`src/rtl/wdog_pkg.sv`:
```
package wdog_pkg;

  localparam int unsigned WORD_W = 32;

  // bit positions inside the control/status word
  localparam int unsigned KICK_B  = 0;
  localparam int unsigned RSTEN_B = 1;
  localparam int unsigned RFLAG_B = 2;
  localparam int unsigned IFLAG_B = 3;
  localparam int unsigned ISEL_LO = 4;
  localparam int unsigned IRQEN_B = 6;
  localparam int unsigned RUN_B   = 7;
  localparam int unsigned DSEL_LO = 10;

  typedef enum logic [1:0] {
    PH_COUNT = 2'd0,
    PH_DELAY = 2'd1,
    PH_DONE  = 2'd2
  } wd_phase_e;

  typedef struct packed {
    logic [1:0] dsel;
    logic       run;
    logic       irq_en;
    logic [1:0] isel;
    logic       rst_en;
  } wd_cfg_t;

  // log2 of the prescale multiplier for each divider select code
  function automatic logic [3:0] dsel_shift(input logic [1:0] code);
    case (code)
      2'd0:    return 4'd0;
      2'd1:    return 4'd3;
      2'd2:    return 4'd6;
      default: return 4'd11;
    endcase
  endfunction

endpackage

```
`src/rtl/wdog_rst_sync.sv`:
```
module wdog_rst_sync #(
  parameter int unsigned STAGES = 2
) (
  input  logic clk_i,
  input  logic arst_ni,
  output logic rst_no
);

  logic [STAGES-1:0] sync_q;

  always_ff @(posedge clk_i or negedge arst_ni) begin
    if (!arst_ni) begin
      sync_q <= '0;
    end else begin
      sync_q <= {sync_q[STAGES-2:0], 1'b1};
    end
  end

  assign rst_no = sync_q[STAGES-1];

endmodule

```
`src/rtl/wdog_prescaler.sv`:
```
module wdog_prescaler
  import wdog_pkg::*;
#(
  parameter int unsigned PRE_BASE = 2
) (
  input  logic       clk_i,
  input  logic       rst_ni,
  input  logic       run_i,
  input  logic       clr_i,
  input  logic [1:0] dsel_i,
  output logic       tick_o
);

  localparam int unsigned MAX_DIV = PRE_BASE << 11;
  localparam int unsigned CW      = $clog2(MAX_DIV);

  logic [CW-1:0] pcnt_q, pcnt_d, lim;
  logic [3:0]    sh;
  logic          hit, pcnt_en;

  always_comb begin
    sh      = dsel_shift(dsel_i);
    lim     = (CW'(PRE_BASE) << sh) - CW'(1);
    hit     = (pcnt_q >= lim);
    tick_o  = run_i & hit;
    pcnt_en = clr_i | run_i;
    if (clr_i) begin
      pcnt_d = '0;
    end else if (hit) begin
      pcnt_d = '0;
    end else begin
      pcnt_d = pcnt_q + CW'(1);
    end
  end

  always_ff @(posedge clk_i or negedge rst_ni) begin
    if (!rst_ni) begin
      pcnt_q <= '0;
    end else if (pcnt_en) begin
      pcnt_q <= pcnt_d;
    end
  end

  // every tick restarts the division window
  assert_tick_wraps_R3: assert property (@(posedge clk_i) disable iff (!rst_ni)
    tick_o |=> (pcnt_q == '0));

endmodule

```
`src/rtl/wdog_timer.sv`:
```
module wdog_timer
  import wdog_pkg::*;
#(
  parameter int unsigned IVL_BASE  = 16,
  parameter int unsigned RST_DELAY = 1024,
  parameter int unsigned RST_PULSE = 16
) (
  input  logic       clk_i,
  input  logic       rst_ni,
  input  logic       clr_i,
  input  logic       tick_i,
  input  logic [1:0] isel_i,
  input  logic       rst_en_i,
  output logic       expire_o,
  output logic       fire_o,
  output logic       sys_rst_o
);

  localparam int unsigned IW = $clog2(IVL_BASE << 6);
  localparam int unsigned DW = $clog2(RST_DELAY + 1);
  localparam int unsigned PW = $clog2(RST_PULSE + 1);

  wd_phase_e     phase_q, phase_d;
  logic [IW-1:0] icnt_q, icnt_d, ilim;
  logic [DW-1:0] dcnt_q, dcnt_d;
  logic [PW-1:0] pul_q, pul_d;
  logic          delay_done, cnt_en;

  // interval and post-expiry phase
  always_comb begin
    ilim       = (IW'(IVL_BASE) << {isel_i, 1'b0}) - IW'(1);
    phase_d    = phase_q;
    icnt_d     = icnt_q;
    dcnt_d     = dcnt_q;
    expire_o   = 1'b0;
    delay_done = 1'b0;
    cnt_en     = clr_i | tick_i;
    if (clr_i) begin
      phase_d = PH_COUNT;
      icnt_d  = '0;
      dcnt_d  = '0;
    end else if (tick_i) begin
      case (phase_q)
        PH_COUNT: begin
          if (icnt_q >= ilim) begin
            expire_o = 1'b1;
            icnt_d   = '0;
            dcnt_d   = '0;
            phase_d  = PH_DELAY;
          end else begin
            icnt_d = icnt_q + IW'(1);
          end
        end
        PH_DELAY: begin
          if (dcnt_q >= DW'(RST_DELAY - 1)) begin
            delay_done = 1'b1;
            phase_d    = PH_DONE;
          end else begin
            dcnt_d = dcnt_q + DW'(1);
          end
        end
        default: phase_d = phase_q;
      endcase
    end
  end

  assign fire_o = delay_done & rst_en_i;

  // reset pulse stretcher, not cut short by a restart
  always_comb begin
    if (fire_o) begin
      pul_d = PW'(RST_PULSE);
    end else if (pul_q != '0) begin
      pul_d = pul_q - PW'(1);
    end else begin
      pul_d = pul_q;
    end
  end

  always_ff @(posedge clk_i or negedge rst_ni) begin
    if (!rst_ni) begin
      phase_q <= PH_COUNT;
      icnt_q  <= '0;
      dcnt_q  <= '0;
    end else if (cnt_en) begin
      phase_q <= phase_d;
      icnt_q  <= icnt_d;
      dcnt_q  <= dcnt_d;
    end
  end

  always_ff @(posedge clk_i or negedge rst_ni) begin
    if (!rst_ni) begin
      pul_q <= '0;
    end else begin
      pul_q <= pul_d;
    end
  end

  assign sys_rst_o = (pul_q != '0);

  assert_restart_clears_R5: assert property (@(posedge clk_i) disable iff (!rst_ni)
    clr_i |=> (icnt_q == '0 && dcnt_q == '0 && phase_q == PH_COUNT));

  assert_expire_enters_delay_R7: assert property (@(posedge clk_i) disable iff (!rst_ni)
    expire_o |=> (phase_q == PH_DELAY));

  assert_fire_starts_pulse_R7: assert property (@(posedge clk_i) disable iff (!rst_ni)
    fire_o |=> sys_rst_o);

  assert_fire_from_delay_R7: assert property (@(posedge clk_i) disable iff (!rst_ni)
    fire_o |-> (phase_q == PH_DELAY));

endmodule

```
`src/rtl/wdog_regs.sv`:
```
module wdog_regs
  import wdog_pkg::*;
(
  input  logic              clk_i,
  input  logic              rst_ni,
  input  logic              flag_rst_ni,
  input  logic              wr_en_i,
  input  logic [WORD_W-1:0] wr_data_i,
  input  logic              expire_i,
  input  logic              fire_i,
  output wd_cfg_t           cfg_o,
  output logic              kick_o,
  output logic [WORD_W-1:0] rd_data_o,
  output logic              irq_o
);

  wd_cfg_t cfg_q, cfg_d;
  logic    iflag_q, iflag_d;
  logic    rflag_q, rflag_d;
  logic    unused_wr_bits;

  assign unused_wr_bits = ^{wr_data_i[WORD_W-1:DSEL_LO+2], wr_data_i[RUN_B+2:RUN_B+1]};

  always_comb begin
    cfg_d = cfg_q;
    if (wr_en_i) begin
      cfg_d.dsel   = wr_data_i[DSEL_LO +: 2];
      cfg_d.run    = wr_data_i[RUN_B];
      cfg_d.irq_en = wr_data_i[IRQEN_B];
      cfg_d.isel   = wr_data_i[ISEL_LO +: 2];
      cfg_d.rst_en = wr_data_i[RSTEN_B];
    end
    kick_o = wr_en_i & wr_data_i[KICK_B];
    // setting event wins over a write-one-to-clear on the same edge
    if (expire_i) begin
      iflag_d = 1'b1;
    end else if (wr_en_i && wr_data_i[IFLAG_B]) begin
      iflag_d = 1'b0;
    end else begin
      iflag_d = iflag_q;
    end
    if (fire_i) begin
      rflag_d = 1'b1;
    end else if (wr_en_i && wr_data_i[RFLAG_B]) begin
      rflag_d = 1'b0;
    end else begin
      rflag_d = rflag_q;
    end
  end

  always_ff @(posedge clk_i or negedge rst_ni) begin
    if (!rst_ni) begin
      cfg_q   <= '0;
      iflag_q <= 1'b0;
    end else begin
      if (wr_en_i) begin
        cfg_q <= cfg_d;
      end
      iflag_q <= iflag_d;
    end
  end

  // survives the system reset, cleared only at power-on
  always_ff @(posedge clk_i or negedge flag_rst_ni) begin
    if (!flag_rst_ni) begin
      rflag_q <= 1'b0;
    end else begin
      rflag_q <= rflag_d;
    end
  end

  always_comb begin
    rd_data_o                = '0;
    rd_data_o[DSEL_LO +: 2]  = cfg_q.dsel;
    rd_data_o[RUN_B]         = cfg_q.run;
    rd_data_o[IRQEN_B]       = cfg_q.irq_en;
    rd_data_o[ISEL_LO +: 2]  = cfg_q.isel;
    rd_data_o[IFLAG_B]       = iflag_q;
    rd_data_o[RFLAG_B]       = rflag_q;
    rd_data_o[RSTEN_B]       = cfg_q.rst_en;
  end

  assign cfg_o = cfg_q;
  assign irq_o = iflag_q & cfg_q.irq_en;

  assert_iflag_source_R3: assert property (@(posedge clk_i) disable iff (!rst_ni)
    $rose(iflag_q) |-> $past(expire_i));

  assert_rflag_source_R7: assert property (@(posedge clk_i) disable iff (!rst_ni)
    $rose(rflag_q) |-> $past(fire_i));

  assert_w1c_clears_R9: assert property (@(posedge clk_i) disable iff (!rst_ni)
    (wr_en_i && wr_data_i[IFLAG_B] && !expire_i) |=> !iflag_q);

  assert_set_wins_R9: assert property (@(posedge clk_i) disable iff (!rst_ni)
    expire_i |=> iflag_q);

endmodule

```
`src/rtl/wdog_top.sv`:
```
module wdog_top
  import wdog_pkg::*;
#(
  parameter int unsigned PRE_BASE  = 2,
  parameter int unsigned IVL_BASE  = 16,
  parameter int unsigned RST_DELAY = 1024,
  parameter int unsigned RST_PULSE = 16
) (
  input  logic        clk,
  input  logic        por_n,
  input  logic        rst_n,
  input  logic        wr_en,
  input  logic [31:0] wr_data,
  output logic [31:0] rd_data,
  output logic        irq,
  output logic        sys_rst
);

  logic    core_rst_n, flag_rst_n;
  logic    kick, clr, tick, expire, fire;
  wd_cfg_t cfg;

  wdog_rst_sync #(.STAGES(2)) u_core_sync (
    .clk_i   (clk),
    .arst_ni (rst_n & por_n),
    .rst_no  (core_rst_n)
  );

  wdog_rst_sync #(.STAGES(2)) u_flag_sync (
    .clk_i   (clk),
    .arst_ni (por_n),
    .rst_no  (flag_rst_n)
  );

  wdog_regs u_regs (
    .clk_i       (clk),
    .rst_ni      (core_rst_n),
    .flag_rst_ni (flag_rst_n),
    .wr_en_i     (wr_en),
    .wr_data_i   (wr_data),
    .expire_i    (expire),
    .fire_i      (fire),
    .cfg_o       (cfg),
    .kick_o      (kick),
    .rd_data_o   (rd_data),
    .irq_o       (irq)
  );

  assign clr = kick | ~cfg.run;

  wdog_prescaler #(.PRE_BASE(PRE_BASE)) u_presc (
    .clk_i  (clk),
    .rst_ni (core_rst_n),
    .run_i  (cfg.run),
    .clr_i  (clr),
    .dsel_i (cfg.dsel),
    .tick_o (tick)
  );

  wdog_timer #(
    .IVL_BASE  (IVL_BASE),
    .RST_DELAY (RST_DELAY),
    .RST_PULSE (RST_PULSE)
  ) u_timer (
    .clk_i     (clk),
    .rst_ni    (core_rst_n),
    .clr_i     (clr),
    .tick_i    (tick),
    .isel_i    (cfg.isel),
    .rst_en_i  (cfg.rst_en),
    .expire_o  (expire),
    .fire_o    (fire),
    .sys_rst_o (sys_rst)
  );

  assert_stopped_no_expiry_R10: assert property (@(posedge clk) disable iff (!core_rst_n)
    !cfg.run |-> !expire);

endmodule

```
`config.mk`:
```
export PLATFORM = sky130hd
export DESIGN_NAME = wdog_top
export DESIGN_NICKNAME = d
export VERILOG_FILES = /design/src/rtl/wdog_pkg.sv /design/src/rtl/wdog_rst_sync.sv /design/src/rtl/wdog_prescaler.sv /design/src/rtl/wdog_timer.sv /design/src/rtl/wdog_regs.sv /design/src/rtl/wdog_top.sv
export SDC_FILE = /design/constraint.sdc
export NUM_CORES = 1
export LEC_CHECK = 0
export ABC_CLOCK_PERIOD_IN_PS = 3800
export BUFFER_PORTS_ARGS = -buffer_cell sky130_fd_sc_hd__buf_2
export CORE_MARGIN = 2
export CORE_UTILIZATION = 55
export CTS_CLUSTER_DIAMETER = 80
export DETAILED_ROUTE_END_ITERATION = 8
export HOLD_SLACK_MARGIN = 0.08
export PLACE_DENSITY = 0.81
export SYNTH_ARGS = -nofsm -noshare
export SYNTH_HDL_FRONTEND = slang
export SYNTH_SLANG_ARGS = --single-unit
```
`constraint.sdc`:
```
create_clock -name clk -period 3.8 [get_ports clk]
set_input_delay 0.19 -clock clk [delete_from_list [all_inputs] [get_ports clk]]
set_output_delay 0.19 -clock clk [all_outputs]
set_load 0.02 [all_outputs]
```
==> results of run 1 <==
-- critical path: cells and delay by family (launching register included) --
| kind | cells | cell delay, ns |
|---|---|---|
| fa+ha+maj | 2 | 0.65 |
| compound gates | 2 | 0.78 |
| flops | 1 | 0.40 |
| simple gates | 3 | 0.67 |
| buf+inv | 2 | 0.29 |
-- state kept, by name, summed over array words and instances (netlist names) --
register,flops
u_regs.rflag_q,1
u_timer.dcnt_q,11
u_timer.pul_q,5
u_timer.phase_q,2
u_flag_sync.sync_q,2
u_regs.cfg_o,7
u_regs.iflag_q,1
u_presc.pcnt_q,12
u_timer.icnt_q,10
u_core_sync.sync_q,2
-- kinds of logic after synthesis --
| logic type | Yosys count | share of synthesized area |
|---|---|---|
| and+or+nand+nor | 111 | 0.173 |
| AOI/OAI and AO/OA | 79 | 0.183 |
| DFF | 53 | 0.414 |
| buffers and inverters | 51 | 0.0918 |
| adders and majority gates | 22 | 0.0855 |
| xor gates and xnor gates | 11 | 0.0301 |
| muxes | 6 | 0.0207 |
| other | 2 | 0.00234 |
-- through the flow --
stage | std cells | instance area (um2) | hold slack, ns
global placement | 423 | 3290 | -0.0202
CTS | 434 | 3410 | 0.0821
floorplan | 358 | 3290 | -0.106
finish | 434 | 3410 | 0.0895
global route | 434 | 3410 | 0.0910
detailed placement | 423 | 3290 | -0.0178
-- power breakdown --
group          internal, W  switching, W
sequential        0.000578     0.0000257
clock             0.000133      0.000197
combinational    0.0000506      0.000108
total             0.000762      0.000331
-- area by class of cell --
cell class	count	area, um2
multi-input combinational	254	1670
tap	72	90.1
inverter	18	67.6
clock buffer	5	68.8
sequential	53	1330
clock inverter	3	25.0
timing repair buffer	29	165
fill	481	2160
-- cell usage in the layout (no fill, tap or decap), drive strengths merged, types with 4 or more instances in the layout --
master,netlist,layout
nand2,23,23
and3,8,8
o21a,4,4
mux2,5,5
xnor2,4,4
conb,2,25
dfrtp,53,53
nand3,17,17
xor2,7,7
nor2,32,32
a21oi,20,20
or4,5,5
o31ai,7,7
clkbuf,5,5
ha,21,21
and2,4,4
nor3,5,5
inv,18,19
nand4,6,6
buf,28,26
o21ai,21,21
-- how the worst min path moves through the flow --
| stage | from | end | slack [ns] | cells past startpoint |
|---|---|---|---|---|
| detailed placement | por_n | u_flag_sync.sync_q[1]$_DFF_PN0_ | -0.02 | 1 |
| global placement | por_n | u_flag_sync.sync_q[0]$_DFF_PN0_ | -0.02 | 1 |
| CTS | wr_data[11] | u_regs.cfg_o[6]$_DFFE_PN0P_ | 0.08 | 3 |
| floorplan | por_n | u_flag_sync.sync_q[0]$_DFF_PN0_ | -0.11 | 0 |
| finish | wr_data[11] | u_regs.cfg_o[6]$_DFFE_PN0P_ | 0.09 | 3 |
| global route | wr_data[11] | u_regs.cfg_o[6]$_DFFE_PN0P_ | 0.09 | 3 |
-- metal layers --
metal,vias to the layer above,track usage
met5,-,0
met4,0,0.0627
met3,6,0.0315
met2,36,0.357
met1,1191,0.264
li1,1194,-
-- what timing repair did --
action                                 CTS  global route
setup buffers                            0             0
endpoints found under the hold margin    5             0
hold buffers                             3             0
==> results by group, run 1 <==
Placed design
  – Worst slack, placed: 0.907 ns
  – GP Congestion: between 0.8 and 0.9
  – Port-buffer cells: 24
  – Post-DP HPWL: between 4 and 5 mm

Status
  – Status: completed

Floorplanning
  – Die ar.: ~6500 um2
  – Starting Density: 0.575
  – # rows: 27
  – DIE HEIGHT: ~80 um
  – Std-Cell Core Area: between 5000 and 6000 um2
  – Die W: 80.3 um
  – I/O Pins: 70

Routing
  – DRT met1 WL: approximately 2.8 mm
  – Routed vias: about 2400
  – Average via count per standard cell: 5.59
  – Post-DRT Antenna Nets: 0
  – DR WL/cell: about 14 um
  – Post-Route WL: 6.04 mm
  – DRC Markers: 0
  – Met2 routed WL: 3.05 mm
  – Uppermost layer routed: met4
  – Drt pass-1 iters: 4
  – Detailed Route Iter0 Violations: 91
  – Met3 wire length: approximately 150 um

Critical path
  – CP Capture Point: u_timer.dcnt_q[7]$_DFFE_PN0P_
  – Data arrival time of the critical path: 3.10 ns
  – Most frequent CP cell: inv_1
  – Slowest CP cell: o21ai_1
  – RR Startpoint: u_regs.cfg_o[2]$_DFFE_PN0P_
  – Critical R2R Capture: u_timer.dcnt_q[7]$_DFFE_PN0P_
  – Crit. End Element: flop
  – Reg2Reg Setup Slack: approximately 0.89 ns
  – CP Launch Type: flop
  – Worst Setup Path Type: flop to flop
  – Start point of the critical path: u_regs.cfg_o[2]$_DFFE_PN0P_
  – Reg2Reg Depth: 9
  – CP Cell Sequence: or2_1, inv_1, ha_1, a41oi_1, maj3_2, o21ai_1, inv_1, nor2_2, nor3_1
  – Worst endpoint required time: roughly 4 ns
  – CP Max Fanout: 11
  – CP peak stage delay: between 0.6 and 0.7 ns

Yosys
  – Top post-synthesis cells by count: 53 x dfrtp_1, 31 x nor2_1, 27 x buf_4
  – Cells after Synth: roughly 340
  – Distinct cells, synth: between 50 and 60
  – Cell taking the most area after synthesis: dfrtp_1
  – Mapped Area: 3200 um2
  – Post-synth EDFFs: 0
  – Syn avg cell area: around 9.6 um2
  – Asr flop ratio synth: 1.00
  – Synth top area cells: dfrtp_1 41%, ha_1 8.2%, buf_4 6.3%
  – Top cell type's share of synthesized area: 0.414
  – Synth Register Bits: 53
  – Most frequent cell after synthesis: dfrtp_1
  – Ys Warns: 0
  – Synth Flop Type: dfrtp_1
  – Sequential area share after synthesis: 0.414

Clock network
  – TritonCTS clock tree: done
  – # resized after CTS: 0
  – CTS buffer count: 5
  – Sink Count: 53
  – Root Buffer: clkbuf_8
  – H-tree depth: 2
  – Clk buf depth: 2
  – Worst-path clk slew: 0.10 ns
  – Clk_lat worst skew: around 0.31 ns

STA
  – Fmax: ~0.34 GHz
  – Final setup violation count: 0
  – Least-Margin Pin Slew: 1.04 ns
  – Crit share post-route: 0.767
  – Setup TNS: 0 ns
  – Headroom to the max-slew limit: 0.304
  – Final Hold Fails: 0
  – Max Clock Skew: around 0.011 ns
  – Unrepaired setup endpoints after global routing: false
  – Final min period: between 2 and 3 ns
  – Final Max Slew Viols: 0
  – Worst setup margin: around 0.89 ns

Pwr
  – Total power: 0.00109 W
  – Pwr/cell area: around 320 nW/um2
  – Static Leak: 1.63 nW
  – Worst VDD drop: 0.230 mV

Worst hold path
  – Hold WC Path Type: input port to flop

Final layout
  – Area delta synth->final: 6.56%
  – Final Core Density: 0.613
  – Layout cell share with drive strength beyond 1: 0.152
  – Ant diodes: 0
  – Final net count: ~420

Global routing
  – Total GRT Usage: 0.205
  – Antenna violations before repair: 0
  – Via count of the first global-routing pass: between 2000 and 2500
  – First-pass GRT wire length: between 10 and 15 mm
  – Largest net degree at the start of global routing: between 40 and 50
  – Aggregate global routing overflow: 0

Flow run
  – Max capacitance violation total: 0
No activity file was read; power rests on OpenSTA's default activity.
==> run 2, diff against run 1 <==
--- a/config.mk
+++ b/config.mk
@@ -5,7 +5,7 @@
 export SDC_FILE = /design/constraint.sdc
 export NUM_CORES = 1
 export LEC_CHECK = 0
-export ABC_CLOCK_PERIOD_IN_PS = 3800
+export ABC_CLOCK_PERIOD_IN_PS = 2800
 export BUFFER_PORTS_ARGS = -buffer_cell sky130_fd_sc_hd__buf_2
 export CORE_MARGIN = 2
 export CORE_UTILIZATION = 55
==> constraint.sdc (replaced) <==
create_clock -name clk -period 2.8 [get_ports clk]
set_input_delay 0.14 -clock clk [delete_from_list [all_inputs] [get_ports clk]]
set_output_delay 0.14 -clock clk [all_outputs]
set_load 0.02 [all_outputs]
==> run 2 against run 1 <==
Clock-buffer cell count stayed put. Via count rose by 2.4%. Worst hold slack better by 0.025 ns. Combinational power grew 43%. Clock power increased by 33%. Die area unchanged. Clock skew increased by 0.0010 ns. Utilization up 1.3 points. Critical path depth down 1. Critical path type unchanged.
==> results by group, run 2 (synthesis gave the netlist of run 1 again) <==
Pwr
  – Static Leak: 1.66 nW (+2.1%)
  – Seq pwr share: 0.551 (about the same)
  – Clock share of power: 0.297 (-0.006)
  – Sw Pwr: 0.000445 W (+35%)
  – Switching portion of total power: 0.300 (-0.00278)
  – Gate power share: 0.152 (+0.007)
  – Total power: 0.00148 W (+36%)
  – Internal Power: 0.00104 W (+36%)
  – Worst VDD drop: 0.275 mV (+19%)
  – Pwr/cell area: 425 nW/um2 (+33%)

Worst hold path
  – Worst Hold Depth: 3 (unchanged)
  – Hold WC Path Type: input port to flop

Clock network
  – Clk_lat worst skew: 0.31 ns (about the same)
  – # resized after CTS: 0 (unchanged)
  – CTS buffer count: 5 (unchanged)
  – Worst-path clk slew: 0.10 ns (about the same)
  – Root Buffer: clkbuf_8
  – TritonCTS clock tree: done
  – Clk buf depth: 2 (unchanged)
  – Post-CTS Setup Repair Bufs: 0 (unchanged)
  – Sink Count: 53 (unchanged)
  – Hold-fix buffers, CTS: 10 (+7)
  – H-tree depth: 2 (unchanged)

Status
  – Status: completed

STA
  – Setup TNS: 0 ns (unchanged)
  – Final setup violation count: 0 (unchanged)
  – Final Max Slew Viols: 0 (unchanged)
  – Fmax: 0.394 GHz (+15%)
  – Headroom to the max-slew limit: 0.308 (+0.00416)
  – Final Hold Fails: 0 (unchanged)
  – Unrepaired setup endpoints after global routing: false
  – Max Clock Skew: 0.0119 ns (+0.00104 ns)
  – Final min period: 2.54 ns (-0.376 ns)
  – Crit share post-route: 0.906 (+0.140)
  – Least-Margin Pin Slew: 1.04 ns (-0.00625 ns)

Routing
  – Routed vias: 2485 (+2.4%)
  – Average via count per standard cell: 5.62 (+0.54%)
  – DRC Markers: 0 (unchanged)
  – Post-DRT Antenna Nets: 0 (unchanged)
  – DR WL/cell: 13.9 um (-0.25%)
  – Drt pass-1 iters: 4 (unchanged)
  – Post-Route WL: 6.14 mm (+1.6%)
  – Detailed Route Iter0 Violations: 125 (+37%)

Floorplanning
  – # rows: 27 (unchanged)
  – Die ar.: 6450 um2 (unchanged)
  – Die W: 80.3 um (unchanged)
  – Starting Density: 0.575 (unchanged)
  – I/O Pins: 70 (unchanged)
  – Std-Cell Core Area: 5570 um2 (unchanged)
  – DIE HEIGHT: 80.3 um (unchanged)

Critical path
  – Data arrival time of the critical path: 2.77 ns (-0.33 ns)
  – Worst endpoint required time: 3.04 ns (-0.95 ns)
  – CP peak stage delay: 0.57 ns (-0.08 ns)
  – Crit. End Element: flop
  – Slowest CP cell: or4_1
  – Worst Setup Path Type: flop to flop
  – Most frequent CP cell: a21oi_1
  – CP Cell Sequence: nand2_1, ha_1, nand2_1, o21a_1, a21oi_1, a21oi_1, or4_1, a21oi_1
  – Reg2Reg Depth: 8 (-1)
  – CP Max Fanout: 9 (-2)
  – CP Launch Type: flop

Final layout
  – Largest registers: u_presc.pcnt_q: 12 flops, u_timer.dcnt_q: 11 flops, u_timer.icnt_q: 10 flops
  – Most frequent cells in the layout: 52 x dfrtp_1, 31 x nor2_1, 25 x conb_1, 24 x buf_2, 23 x nand2_1
  – Layout cell share with drive strength beyond 1: 0.151 (-0.000582)
  – Most common cell after layout, fill and taps aside: dfrtp_1
  – Register Area: 1330 um2 (unchanged)
  – Final net count: 426 (+1.9%)
  – Ant diodes: 0 (unchanged)
  – Fill count: 468 (-2.7%)
  – Multi-input gate area: 1670 um2 (unchanged)
  – Area delta synth->final: 8.86%
  – Top reg by flops: u_presc.pcnt_q
  – Max reg flops: 12 (unchanged)

Global routing
  – First-pass GRT wire length: 10.7 mm (+2.7%)
  – Largest net degree at the start of global routing: 49 (unchanged)
  – Antenna violations before repair: 0 (unchanged)
  – Aggregate global routing overflow: 0 (unchanged)
  – Via count of the first global-routing pass: 2462 (+3.4%)
  – Total GRT Usage: 0.210 (+0.00491)

Placed design
  – Port-buffer cells: 24 (unchanged)
  – GP Congestion: 0.793 (-6.1%)
  – Post-DP HPWL: 4.42 mm (-1.3%)

Flow run
  – Max capacitance violation total: 0 (unchanged)
[run 2: critical path: cells and delay by family, from the launching register on]
| kind | cells | cell delay (ns) |
|---|---|---|
| compound gates | 4 | 0.94 |
| fa+ha+maj | 1 | 0.34 |
| flops | 1 | 0.41 |
| simple gates | 3 | 0.77 |
[run 2: routing by layer]
| metal | GRT usage | part of all wire | vias up |
|---|---|---|---|
| met2 | 0.349 | 0.50 | 47 |
| met5 | 0 | 0 | - |
| met1 | 0.273 | 0.45 | 1211 |
| met4 | 0.0763 | 0.011 | 0 |
| met3 | 0.0416 | 0.038 | 6 |
| li1 | - | - | 1221 |
[run 2: metrics by stage]
stage          setup slack, ns  std cells  cell area, um2  hold slack (ns)  utilization
2_1_floorplan            0.454        358            3290           -0.156            -
3_3_place_gp             0.444        424            3300          -0.0697        0.592
3_5_place_dp             0.316        424            3300          -0.0685        0.592
4_1_cts                  0.288        442            3490            0.104        0.626
5_1_grt                 0.0287        442            3490            0.128        0.626
6_report                 0.262        442            3490            0.115        0.626
[run 2: power groups by stage]
stage                     sequential [W]  combinational, W  clock [W]
final                           0.000817          0.000226   0.000440
after CTS                       0.000818          0.000224   0.000456
after global placement          0.000832          0.000205          0
after detailed placement        0.000834          0.000213          0
after global routing            0.000824          0.000250   0.000481
after floorplan                 0.000834          0.000177          0
[run 2: path summary, 6_finish.rpt]
kind | slack, ns | endpoint | start
setup / recovery | 0.26 | u_timer.dcnt_q[4]$_DFFE_PN0P_ | u_regs.cfg_o[6]$_DFFE_PN0P_
hold / removal | 0.11 | u_regs.rflag_q$_DFFE_PN0P_ | wr_data[2]
setup reg to reg | 0.26 | u_timer.dcnt_q[4]$_DFFE_PN0P_ | u_regs.cfg_o[6]$_DFFE_PN0P_
hold reg to reg | 0.37 | u_flag_sync.sync_q[1]$_DFF_PN0_ | u_flag_sync.sync_q[0]$_DFF_PN0_
max in group asynchronous | 1.70 | u_timer.dcnt_q[5]$_DFFE_PN0P_ | u_core_sync.sync_q[1]$_DFF_PN0_
min in group asynchronous | 0.15 | u_flag_sync.sync_q[0]$_DFF_PN0_ | por_n
[run 2: area by class of cell]
class	instances	share of cell area
clock inverter	3	0.00610
clock buffer	5	0.0197
multi-input combinational	254	0.479
timing repair buffer	37	0.0696
tap	72	0.0258
sequential	53	0.381
inverter	18	0.0194
